<file path="config.mk">
export PLATFORM = sky130hd
export DESIGN_NAME = vct_link_tx
export DESIGN_NICKNAME = d
export VERILOG_FILES = /design/src/rtl/vct_pkg.sv /design/src/rtl/vct_rr_arb.sv /design/src/rtl/vct_seq.sv /design/src/rtl/vct_word_mux.sv /design/src/rtl/vct_link_tx.sv
export SDC_FILE = /design/constraint.sdc
export NUM_CORES = 1
export LEC_CHECK = 0
export ABC_AREA = 1
export BUFFER_PORTS_ARGS = -buffer_cell sky130_fd_sc_hd__buf_2
export CORE_AREA = 2 2 137 139
export DETAILED_ROUTE_END_ITERATION = 7
export DIE_AREA = 0 0 139 141
export GPL_ROUTABILITY_DRIVEN = 0
export MAX_ROUTING_LAYER = met4
export SLEW_MARGIN = 15
export SYNTH_ARGS = -nofsm -noshare
export SYNTH_HDL_FRONTEND = slang
export SYNTH_SLANG_ARGS = --single-unit
</file>
<file path="constraint.sdc">
create_clock -name clk -period 2.1 [get_ports clk]
set_input_delay 0 -clock clk [delete_from_list [all_inputs] [get_ports clk]]
set_output_delay 0 -clock clk [all_outputs]
set_load 0.02 [all_outputs]
</file>
<file path="src/rtl/vct_pkg.sv">
// Shared types of the virtual-channel link transmitter.
package vct_pkg;
    // Sequencer phase: nothing on the link, control words, payload words,
    // urgent command words.
    typedef enum logic [1:0] {
        PH_IDLE = 2'd0,
        PH_CTL  = 2'd1,
        PH_DATA = 2'd2,
        PH_URG  = 2'd3
    } vct_phase_e;
endpackage

</file>
<file path="src/rtl/vct_rr_arb.sv">
// Round-robin channel picker.
// Looks for the first requesting channel after the last granted one. The
// pointer starts at the highest channel, so channel 0 wins first after reset.
// Assumes take is asserted only when any is high.
module vct_rr_arb #(
    parameter int N_CH = 3,
    localparam int CHW = (N_CH > 1) ? $clog2(N_CH) : 1
) (
    input  logic            clk,
    input  logic            rst_n,
    input  logic [N_CH-1:0] req,
    input  logic            take,
    output logic [CHW-1:0]  gnt,
    output logic            any
);
    logic [CHW-1:0] last_q;

    // Scan offsets from far to near so the nearest requester wins.
    always_comb begin
        any = 1'b0;
        gnt = last_q;
        for (int k = N_CH; k >= 1; k--) begin
            if (req[(int'(last_q) + k) % N_CH]) begin
                any = 1'b1;
                gnt = CHW'((int'(last_q) + k) % N_CH);
            end
        end
    end

    // Remember the channel that took the last grant.
    always_ff @(posedge clk) begin
        if (!rst_n)
            last_q <= CHW'(N_CH - 1);
        else if (take)
            last_q <= gnt;
    end
endmodule

</file>
<file path="src/rtl/vct_seq.sv">
// Packet sequencer.
// Steps through control words, payload words and inserted urgent words,
// one step per accepted link word. An urgent command is taken at a packet
// boundary, or right after a payload word that is not the last one.
// Assumes the current channel's descriptor stays stable until it is popped.
module vct_seq
    import vct_pkg::*;
#(
    parameter int N_CH = 3,
    parameter int MAXW = 16,
    localparam int CHW  = (N_CH > 1) ? $clog2(N_CH) : 1,
    localparam int DLW  = $clog2(MAXW + 1),
    localparam int IDXW = (MAXW > 1) ? $clog2(MAXW) : 1
) (
    input  logic            clk,
    input  logic            rst_n,
    input  logic            acc,
    input  logic            urg_valid,
    input  logic            any,
    input  logic [CHW-1:0]  gnt,
    input  logic            cur_long,
    input  logic [DLW-1:0]  cur_dlen,
    output vct_phase_e      ph,
    output logic [CHW-1:0]  cur_ch,
    output logic            cidx,
    output logic [IDXW-1:0] didx,
    output logic            uidx,
    output logic            take,
    output logic            pop,
    output logic            urg_done
);
    logic ret_data;
    logic ctl_end;
    logic data_end;

    // Decode the end of the control part and of the payload.
    always_comb begin
        ctl_end  = (cidx == cur_long);
        data_end = (DLW'(didx) == cur_dlen - DLW'(1));
        take     = (ph == PH_IDLE) && !urg_valid && any;
        pop      = acc && (((ph == PH_CTL) && ctl_end && (cur_dlen == '0)) ||
                           ((ph == PH_DATA) && data_end));
        urg_done = acc && (ph == PH_URG) && uidx;
    end

    // Phase and pointer update, one step per accepted word.
    always_ff @(posedge clk) begin
        if (!rst_n) begin
            ph       <= PH_IDLE;
            cur_ch   <= '0;
            cidx     <= 1'b0;
            didx     <= '0;
            uidx     <= 1'b0;
            ret_data <= 1'b0;
        end else begin
            case (ph)
                PH_IDLE: begin
                    if (urg_valid) begin
                        ph       <= PH_URG;
                        uidx     <= 1'b0;
                        ret_data <= 1'b0;
                    end else if (any) begin
                        ph     <= PH_CTL;
                        cur_ch <= gnt;
                        cidx   <= 1'b0;
                    end
                end
                PH_CTL: begin
                    if (acc) begin
                        if (!ctl_end) begin
                            cidx <= 1'b1;
                        end else if (cur_dlen == '0) begin
                            ph <= PH_IDLE;
                        end else begin
                            ph   <= PH_DATA;
                            didx <= '0;
                        end
                    end
                end
                PH_DATA: begin
                    if (acc) begin
                        if (data_end) begin
                            ph <= PH_IDLE;
                        end else begin
                            didx <= didx + IDXW'(1);
                            if (urg_valid) begin
                                ph       <= PH_URG;
                                uidx     <= 1'b0;
                                ret_data <= 1'b1;
                            end
                        end
                    end
                end
                default: begin
                    if (acc) begin
                        if (uidx)
                            ph <= ret_data ? PH_DATA : PH_IDLE;
                        else
                            uidx <= 1'b1;
                    end
                end
            endcase
        end
    end
endmodule

</file>
<file path="src/rtl/vct_word_mux.sv">
// Link word selector.
// Picks the word to show on the link from the sequencer phase: a control
// word of the current channel, the payload read data, or an urgent word.
// Purely combinational.
module vct_word_mux
    import vct_pkg::*;
#(
    parameter int N_CH = 3,
    parameter int WW   = 32,
    localparam int CHW = (N_CH > 1) ? $clog2(N_CH) : 1
) (
    input  vct_phase_e           ph,
    input  logic [CHW-1:0]       cur_ch,
    input  logic                 cidx,
    input  logic                 uidx,
    input  logic [N_CH*2*WW-1:0] pkt_ctl,
    input  logic [WW-1:0]        rd_data,
    input  logic [2*WW-1:0]      urg_ctl,
    output logic [WW-1:0]        word,
    output logic                 is_ctl
);
    // Select the word by phase; the flag marks control phases.
    always_comb begin
        word   = '0;
        is_ctl = 1'b0;
        case (ph)
            PH_CTL: begin
                word   = pkt_ctl[(int'(cur_ch) * 2 + int'(cidx)) * WW +: WW];
                is_ctl = 1'b1;
            end
            PH_DATA: word = rd_data;
            PH_URG: begin
                word   = urg_ctl[int'(uidx) * WW +: WW];
                is_ctl = 1'b1;
            end
            default: ;
        endcase
    end
endmodule

</file>
<file path="src/rtl/vct_link_tx.sv">
// Virtual-channel link packet transmitter (top).
// Serves three packet queues round-robin and serialises each packet onto a
// 32-bit valid/ready link. Urgent 8-byte commands can be inserted into a
// running payload. Assumes descriptors and urgent commands are held stable
// until popped, and rd_data is a combinational function of rd_ch/rd_idx.
module vct_link_tx
    import vct_pkg::*;
#(
    parameter int N_CH = 3,
    parameter int WW   = 32,
    parameter int MAXW = 16,
    localparam int CHW  = (N_CH > 1) ? $clog2(N_CH) : 1,
    localparam int DLW  = $clog2(MAXW + 1),
    localparam int IDXW = (MAXW > 1) ? $clog2(MAXW) : 1
) (
    input  logic                 clk,
    input  logic                 rst_n,
    input  logic [N_CH-1:0]      pkt_valid,
    input  logic [N_CH-1:0]      pkt_ctl_long,
    input  logic [N_CH*2*WW-1:0] pkt_ctl,
    input  logic [N_CH*DLW-1:0]  pkt_dlen,
    output logic [N_CH-1:0]      pkt_ready,
    output logic [CHW-1:0]       rd_ch,
    output logic [IDXW-1:0]      rd_idx,
    input  logic [WW-1:0]        rd_data,
    input  logic                 urg_valid,
    input  logic [2*WW-1:0]      urg_ctl,
    output logic                 urg_ready,
    output logic                 lnk_valid,
    input  logic                 lnk_ready,
    output logic [WW-1:0]        lnk_word,
    output logic                 lnk_is_ctl
);
    vct_phase_e      ph;
    logic [CHW-1:0]  cur_ch;
    logic            cidx;
    logic            uidx;
    logic [IDXW-1:0] didx;
    logic [CHW-1:0]  gnt;
    logic            any;
    logic            take;
    logic            pop;
    logic            acc;
    logic            cur_long;
    logic [DLW-1:0]  cur_dlen;

    // Handshake and current-descriptor fields.
    always_comb begin
        lnk_valid = (ph != PH_IDLE);
        acc       = lnk_valid && lnk_ready;
        cur_long  = pkt_ctl_long[cur_ch];
        cur_dlen  = pkt_dlen[int'(cur_ch) * DLW +: DLW];
        rd_ch     = cur_ch;
        rd_idx    = didx;
    end

    // Steer the pop pulse to the channel being served.
    always_comb begin
        for (int c = 0; c < N_CH; c++)
            pkt_ready[c] = pop && (int'(cur_ch) == c);
    end

    vct_rr_arb #(.N_CH(N_CH)) u_arb (
        .clk   (clk),
        .rst_n (rst_n),
        .req   (pkt_valid),
        .take  (take),
        .gnt   (gnt),
        .any   (any)
    );

    vct_seq #(.N_CH(N_CH), .MAXW(MAXW)) u_seq (
        .clk       (clk),
        .rst_n     (rst_n),
        .acc       (acc),
        .urg_valid (urg_valid),
        .any       (any),
        .gnt       (gnt),
        .cur_long  (cur_long),
        .cur_dlen  (cur_dlen),
        .ph        (ph),
        .cur_ch    (cur_ch),
        .cidx      (cidx),
        .didx      (didx),
        .uidx      (uidx),
        .take      (take),
        .pop       (pop),
        .urg_done  (urg_ready)
    );

    vct_word_mux #(.N_CH(N_CH), .WW(WW)) u_mux (
        .ph      (ph),
        .cur_ch  (cur_ch),
        .cidx    (cidx),
        .uidx    (uidx),
        .pkt_ctl (pkt_ctl),
        .rd_data (rd_data),
        .urg_ctl (urg_ctl),
        .word    (lnk_word),
        .is_ctl  (lnk_is_ctl)
    );
endmodule

</file>
==> results of run 1 <==
## power by group
part	leakage, uW	internal [uW]	switching (uW)
Clock	0.0000382	257	110
Combinational	0.00302	1710	2920
Sequential	0.000108	309	73.7
## logic make-up (layout without fill, tap and decap cells)
kind of cell | count (synthesis) | after routing
other | 0 | 1
buffers and inverters | 90 | 451
AOI/OAI and AO/OA | 115 | 115
DFF | 13 | 13
and+or+nand+nor | 498 | 498
adders and majority gates | 8 | 8
xor gates and xnor gates | 3 | 3
## cells in the final DEF (no fill, tap or decap), types with 3 or more instances in the layout
cell type / synthesis / final
sky130_fd_sc_hd__a21oi_1: 80 / 77
sky130_fd_sc_hd__a21oi_2: 0 / 3
sky130_fd_sc_hd__a31oi_1: 12 / 12
sky130_fd_sc_hd__buf_12: 0 / 3
sky130_fd_sc_hd__buf_2: 5 / 352
sky130_fd_sc_hd__buf_4: 0 / 47
sky130_fd_sc_hd__buf_6: 2 / 5
sky130_fd_sc_hd__clkbuf_16: 0 / 5
sky130_fd_sc_hd__clkinv_1: 3 / 3
sky130_fd_sc_hd__dfxtp_1: 13 / 10
sky130_fd_sc_hd__ha_1: 8 / 5
sky130_fd_sc_hd__ha_2: 0 / 3
sky130_fd_sc_hd__inv_1: 29 / 28
sky130_fd_sc_hd__inv_2: 3 / 3
sky130_fd_sc_hd__inv_4: 2 / 3
sky130_fd_sc_hd__nand2_1: 309 / 308
sky130_fd_sc_hd__nand2_4: 3 / 4
sky130_fd_sc_hd__nand3_1: 57 / 51
sky130_fd_sc_hd__nand3_2: 1 / 7
sky130_fd_sc_hd__nand4_1: 68 / 68
sky130_fd_sc_hd__nor2_1: 39 / 37
sky130_fd_sc_hd__nor2_2: 7 / 6
sky130_fd_sc_hd__nor2_4: 1 / 4
sky130_fd_sc_hd__nor3_1: 7 / 5
sky130_fd_sc_hd__o21ai_0: 18 / 17
sky130_fd_sc_hd__xor2_1: 3 / 3
## layout make-up
cell class,count,area [sq um]
clock buffer,4,78.8
multi-input combinational,624,3030
timing repair buffer,410,2300
tap,234,293
sequential,13,269
fill,2145,12100
inverter,37,146
antenna,1,2.50
## metrics by stage
step / setup WS, ns / instances
floorplan: -0.109 / 727
global placement: -0.0745 / 1305
detailed placement: -0.0766 / 1305
CTS: -0.253 / 1315
global route: -0.533 / 1323
finish: -0.299 / 1323
## final timing paths
path	from	depth (start not counted)	end
max	u_seq.cur_ch[0]	18	pkt_ready[1]
min	rst_n	2	u_arb.last_q[1]
max reg2reg	u_seq.cur_ch[0]	20	u_seq.ph[0]
min reg2reg	u_seq.ret_data	2	u_seq.ret_data
## critical path, delay by kind of cell, from the launching register on
kind | cells | cell delay, ns
simple gates | 10 | 0.96
buf+inv | 7 | 0.75
flops | 1 | 0.38
compound gates | 1 | 0.07
## synthesized netlist by cell type (3+ instances only)
master	number	share of area
sky130_fd_sc_hd__nand3_1	57	0.080
sky130_fd_sc_hd__nand2_1	309	0.33
sky130_fd_sc_hd__clkinv_1	3	0.0032
sky130_fd_sc_hd__buf_2	5	0.0070
sky130_fd_sc_hd__nor2_1	39	0.041
sky130_fd_sc_hd__ha_1	8	0.028
sky130_fd_sc_hd__inv_2	3	0.0032
sky130_fd_sc_hd__o21ai_0	18	0.025
sky130_fd_sc_hd__buf_1	13	0.014
sky130_fd_sc_hd__a21oi_1	80	0.11
sky130_fd_sc_hd__a31oi_1	12	0.021
sky130_fd_sc_hd__nor3_1	7	0.0099
sky130_fd_sc_hd__clkbuf_1	33	0.035
sky130_fd_sc_hd__nor2_2	7	0.012
sky130_fd_sc_hd__inv_1	29	0.031
sky130_fd_sc_hd__xor2_1	3	0.0074
sky130_fd_sc_hd__nand4_1	68	0.12
sky130_fd_sc_hd__nand2_4	3	0.0095
sky130_fd_sc_hd__dfxtp_1	13	0.073
## registers in the layout (all words and copies together), names as in the netlist
signal	count
u_seq.didx	4
u_arb.last_q	2
u_seq.cur_ch	2
u_seq.ph	2
u_seq.cidx	1
u_seq.ret_data	1
u_seq.uidx	1
## metal layers
| metal | up-vias | wire [microns] | global-route usage | part of all wire |
|---|---|---|---|---|
| li1 | 3165 | - | - | - |
| met1 | 2878 | 9100 | 0.251 | 0.43 |
| met3 | 25 | 1470 | 0.0272 | 0.070 |
| met4 | 0 | 398 | 0.0500 | 0.019 |
| met5 | - | 0 | - | 0 |
| met2 | 314 | 10100 | 0.333 | 0.48 |
## timing repair
action	CTS	global route
pin swaps	7	7
buffers inserted	6	5
cloned	0	2
gates resized for setup	10	20
hold endpoints to repair	0	0
setup endpoints to repair	9	27
hold buffers	0	0
==> impl_metrics.csv, run 1 <==
group,metric,value,unit
outcome,outcome,"complete, but fails checks",
outcome,violations,"negative setup slack",
clocking,worst_skew_pair.late_latency,0.24,ns
power_and_ir_drop,p_per_area,879,nW/um^2
yosys,yosys_warnings,0,
route,routedWlPerCell,15.9,microns
global_route,grtUsageTotal,0.198,
sta,fin_crit_sh,1.14,
worst_setup_path,worstSetupPathType,"flop to output pin",
finish,final_core_area_utilization,0.335,
finish,postLayoutCellArea,6120,sq um
clocking,cts_inserted_buffers,3,
yosys,synth-xor-area-share,0.00740,
yosys,number_of_enable_type_register_cells_in_the_synthesized_netlist,0,
global_route,number_of_antenna_violations_at_the_first_check_in_global_routing,1,
sta,timing_worst_slew_pin_value,0.365,ns
global_route,largest_net_degree_at_the_start_of_global_routing,45,
worst_setup_path,crit_path_top_delay_cell,"sky130_fd_sc_hd__dfxtp_4",
sta,hold-worst-slack,0.0260,ns
yosys,dominantRegCellSynth,"sky130_fd_sc_hd__dfxtp_1",
power_and_ir_drop,irDropWorstVdd,475,uV
worst_setup_path,critPathMaxFanout,7,
yosys,synth_compound_gate_area_share,0.170,
clocking,cts_sinks,13,
yosys,synth.yosys.seq_area_share,0.0733,
power_and_ir_drop,power,5380,uW
route,routed-via-count,6382,
finish,post_route_cells_drive_above_1_share,0.420,
sta,finalClockSkew,0.00332,ns
floorplan,area_of_the_die,19600,sq um
route,remaining_drc_errors,0,
yosys,synth.mux.area_fraction,0,
yosys,synth_top_family_by_area,"simple AND/OR/NAND/NOR gates",
finish,layout.nets,1410,
yosys,synth_cell_types,31,
clocking,clk_root_buffer_cell,"sky130_fd_sc_hd__clkbuf_16",
worst_setup_path,startpoint_type,"flop",
route,drt.antenna.violating_nets,0,
sta,totalNegativeSetupSlack,-2.26,ns
sta,timing.final.max_slew_violations,0,
clocking,h-tree-depth,1,
worst_setup_path,critical-path-max-stage-delay,0.38,ns
finish,synthToLayoutAreaGrowth,72.3,%
clocking,clkSlewWorstSetupHoldPaths,0.05,ns
route,post_drt_via_cell_ratio,4.82,
worst_setup_path,worst_setup_path_end_kind,"output pin",
sta,rsz0062_at_grt,"yes",
worst_setup_path,crit_top_cell,"sky130_fd_sc_hd__buf_4",
placed_design,place_hpwl,16.7,mm
yosys,postSynth.asyncResetShare,0,
yosys,synth_fa_ha_area_frac,0.0282,
yosys,syn-mean-instance-area,4.88,sq um
floorplan,std_cell_rows,50,
yosys,post_synth_and_or_nand_nor_area_fraction,0.619,
power_and_ir_drop,total_leakage_power,0.00317,uW
floorplan,io_pins,357,
floorplan,die_y,141,microns
placed_design,place.port_buffers,356,
global_route,grt_first_pass_wirelength,30.3,mm
route,wl,21.0,mm
job,maxCapViolations,0,
sta,finalHoldViolations,0,
global_route,via_count_of_the_first_global_routing_pass,5807,
sta,final.setup.worst_slack,-0.299,ns
min_path,hold_class,"input pin to flop",
worst_setup_path,cp_data_arrival_time,2.40,ns
yosys,synthesis.nets,1048,
worst_setup_path,timing.critical_path.required,2.10,ns
route,first_iteration_detailed_routing_drc_count,384,
route,drt-pass1-iter-count,5,
floorplan,floorplan.initialDensity,0.194,
floorplan,die-width,139,microns
sta,fin_crit,2.40,ns
sta,slew-limit-headroom,0.757,
clocking,cts_tree,"built",
yosys,postSynthCellCount,727,
worst_setup_path,timing.reg2reg.setup_slack,-0.25,ns
global_route,grt_overflow,0,
sta,fmax,417,MHz
floorplan,coreArea,18300,sq um
placed_design,placed_area,5790,sq um
yosys,synth.ff_latch_count,13,
clocking,cts_buffer_depth,2,
worst_setup_path,path_cells,"nor2_4, inv_2, buf_4, buf_4, buf_4, buf_4, nor2_1, nor2_1, nand3_2, nand2_1, nor2_2, nand2_4, inv_4, nand2_4, o21ai_4, nand2_4, nor3_4, buf_6",
sta,report.final.setup_viol,11,
yosys,syn-cell-area,3550,sq um
Power figures use the tool's default switching activity.
==> run 2, diff against run 1 <==
--- a/config.mk
+++ b/config.mk
@@ -5,11 +5,10 @@
 export SDC_FILE = /design/constraint.sdc
 export NUM_CORES = 1
 export LEC_CHECK = 0
-export ABC_AREA = 1
 export BUFFER_PORTS_ARGS = -buffer_cell sky130_fd_sc_hd__buf_2
-export CORE_AREA = 2 2 137 139
+export CORE_AREA = 2 2 139 141
 export DETAILED_ROUTE_END_ITERATION = 7
-export DIE_AREA = 0 0 139 141
+export DIE_AREA = 0 0 141 143
 export GPL_ROUTABILITY_DRIVEN = 0
 export MAX_ROUTING_LAYER = met4
 export SLEW_MARGIN = 15
==> run 2 against run 1 <==
Against the previous run:
- the run still ends with negative setup slack left
- design area up 21%
- core utilization is 6.3 points higher
- worst setup slack lost 0.40 ns
- highest routed layer unchanged
- flip-flop and latch count unchanged
- critical path depth shrank 7
- cell count fell by 12%
- clock skew increased by 0.0023 ns
- sequential power down 3%
==> impl_metrics.csv, run 2 <==
group,metric,value,unit
floorplan,coreArea,18600,sq um
finish,postLayoutCellArea,7400,sq um
global_route,largest_net_degree_at_the_start_of_global_routing,64,
outcome,outcome,"complete, but fails checks",
sta,finalHoldViolations,0,
clocking,cts_sinks,13,
route,drt-pass1-iter-count,4,
finish,registers.top_by_ff_count,"u_seq.didx",
yosys,synth.ff_latch_count,13,
yosys,postSynthCellCount,537,
global_route,number_of_antenna_violations_at_the_first_check_in_global_routing,2,
clocking,cts_buffer_depth,2,
worst_setup_path,startpoint_type,"flop",
sta,final.setup.worst_slack,-0.697,ns
worst_setup_path,worstSetupPathType,"flop to output pin",
route,post_drt_via_cell_ratio,5.07,
min_path,hold_class,"input pin to flop",
clocking,clkSlewWorstSetupHoldPaths,0.05,ns
power_and_ir_drop,irDropWorstVdd,330,uV
yosys,syn-cell-area,3790,sq um
clocking,cts_inserted_buffers,3,
floorplan,die-width,141,microns
sta,hold-worst-slack,0.0749,ns
route,drt.antenna.violating_nets,0,
worst_setup_path,timing.critical_path.required,2.10,ns
finish,final_common_cell,"sky130_fd_sc_hd__buf_2",
yosys,synthDominantAreaCellType,"sky130_fd_sc_hd__mux2i_1",
clocking,h-tree-depth,1,
floorplan,io_pins,357,
placed_design,place.port_buffers,356,
clocking,clk_root_buffer_cell,"sky130_fd_sc_hd__clkbuf_16",
global_route,via_count_of_the_first_global_routing_pass,5603,
sta,fin_crit_sh,1.33,
finish,layout.nets,1251,
yosys,share_of_the_synthesized_area_in_the_top_cell_type,0.182,
sta,report.final.setup_viol,36,
sta,finalClockSkew,0.00563,ns
power_and_ir_drop,p_per_area,813,nW/um^2
sta,fmax,358,MHz
global_route,grt_first_pass_wirelength,32.3,mm
global_route,grtUsageTotal,0.213,
worst_setup_path,cp_data_arrival_time,2.80,ns
route,remaining_drc_errors,0,
clocking,worst_skew_pair.late_latency,0.25,ns
finish,layout_common_cells,"sky130_fd_sc_hd__buf_2 (321), sky130_fd_sc_hd__buf_4 (68), sky130_fd_sc_hd__mux2i_1 (67)",
sta,rsz0062_at_grt,"yes",
sta,totalNegativeSetupSlack,-7.38,ns
yosys,yosys.cell_count.top_type,"sky130_fd_sc_hd__a21oi_1",
sta,timing.final.max_slew_violations,0,
finish,number_of_flip_flops_in_the_largest_register,4,
floorplan,die_y,143,microns
finish,synthToLayoutAreaGrowth,95.1,%
power_and_ir_drop,power,6020,uW
global_route,grt_overflow,0,
sta,slew-limit-headroom,0.523,
route,wl,22.8,mm
yosys,synth.top_cells.by_area,"sky130_fd_sc_hd__mux2i_1 (18%), sky130_fd_sc_hd__mux2_2 (10%), sky130_fd_sc_hd__a21oi_1 (9.6%)",
power_and_ir_drop,total_leakage_power,0.00311,uW
yosys,synth.yosys.seq_area_share,0.0686,
sta,fin_crit,2.80,ns
yosys,dominantRegCellSynth,"sky130_fd_sc_hd__dfxtp_1",
route,first_iteration_detailed_routing_drc_count,331,
floorplan,floorplan.initialDensity,0.204,
worst_setup_path,critPathMaxFanout,3,
job,maxCapViolations,0,
outcome,violations,"negative setup slack",
yosys,postSynth.asyncResetShare,0,
yosys,synth.top_cells.by_count,"sky130_fd_sc_hd__a21oi_1 (73), sky130_fd_sc_hd__mux2i_1 (69), sky130_fd_sc_hd__nand2_1 (44)",
yosys,number_of_enable_type_register_cells_in_the_synthesized_netlist,0,
sta,timing_worst_slew_pin_value,0.716,ns
clocking,cts_tree,"built",
worst_setup_path,worst_setup_path_end_kind,"output pin",
yosys,syn-mean-instance-area,7.06,sq um
route,routedWlPerCell,19.6,microns
finish,post_route_cells_drive_above_1_share,0.649,
placed_design,place_hpwl,16.6,mm
floorplan,area_of_the_die,20200,sq um
yosys,synthesis.nets,858,
route,routed-via-count,5899,
yosys,synth_cell_types,55,
placed_design,placed_area,6160,sq um
yosys,yosys_warnings,0,
floorplan,std_cell_rows,50,
run 2: per-stage QoR:
step	setup slack (ns)	util	std cells
final	-0.697	0.398	1164
after global routing	-0.789	0.398	1164
after CTS	-0.685	0.383	1161
after detailed placement	-0.513	0.331	1125
after global placement	-0.457	0.331	1125
after floorplan	-0.489	-	537
run 2: layout make-up:
type	count	area (sq um)
antenna	1	2.50
clock buffer	3	75.1
clock inverter	1	5.00
fill	1892	11200
inverter	13	48.8
multi-input combinational	457	3770
sequential	13	270
tap	234	293
timing repair buffer	442	2930
run 2: per-layer routing:
metal | track usage | up-vias | wire length (microns)
met5 | - | - | 0
met4 | 0.0395 | 0 | 231
met3 | 0.0225 | 13 | 1280
met2 | 0.359 | 262 | 11300
met1 | 0.279 | 2774 | 10100
li1 | - | 2850 | -
run 2: cells by family after synthesis:
logic type	synth area share
flip-flops	0.0686
XOR/XNOR	0.0115
adder cells (fa/ha/maj)	0.0317
buffers and inverters	0.0699
AO/OA/AOI/OAI	0.385
multiplexers	0.286
AND/OR/NAND/NOR	0.147
run 2: worst max-delay path, cell delays in order (launching register included):
cell	delay, ns
sky130_fd_sc_hd__dfxtp_4	0.36
sky130_fd_sc_hd__mux2_4	0.30
sky130_fd_sc_hd__a22oi_2	0.25
sky130_fd_sc_hd__ha_4	0.25
sky130_fd_sc_hd__xnor2_2	0.12
sky130_fd_sc_hd__a31o_2	0.23
sky130_fd_sc_hd__a31oi_4	0.16
sky130_fd_sc_hd__o211ai_2	0.12
sky130_fd_sc_hd__o22ai_2	0.20
sky130_fd_sc_hd__a22oi_2	0.17
sky130_fd_sc_hd__and3b_2	0.28
sky130_fd_sc_hd__buf_6	0.11
run 2: what timing repair did:
action                     CTS  global route
hold endpoints to repair     1             0
pin swaps                   78            59
hold buffers                 1             0
gates resized for setup    157            86
setup endpoints to repair   45            47
cloned                       7             1
setup buffers               25            16
run 2: final timing paths:
check | start | to | slack (ns) | cells past startpoint
setup / recovery | u_seq.cur_ch[0] | pkt_ready[2] | -0.70 | 11
hold / removal | urg_valid | u_seq.ret_data | 0.07 | 2
setup reg to reg | u_seq.cur_ch[0] | u_seq.ph[1] | -0.62 | 12
hold reg to reg | u_seq.didx[3] | u_seq.didx[3] | 0.50 | 2
run 2: power by group:
part / switching, uW / internal, uW
Sequential: 73.2 / 297
Combinational: 2830 / 2440
Clock: 117 / 254
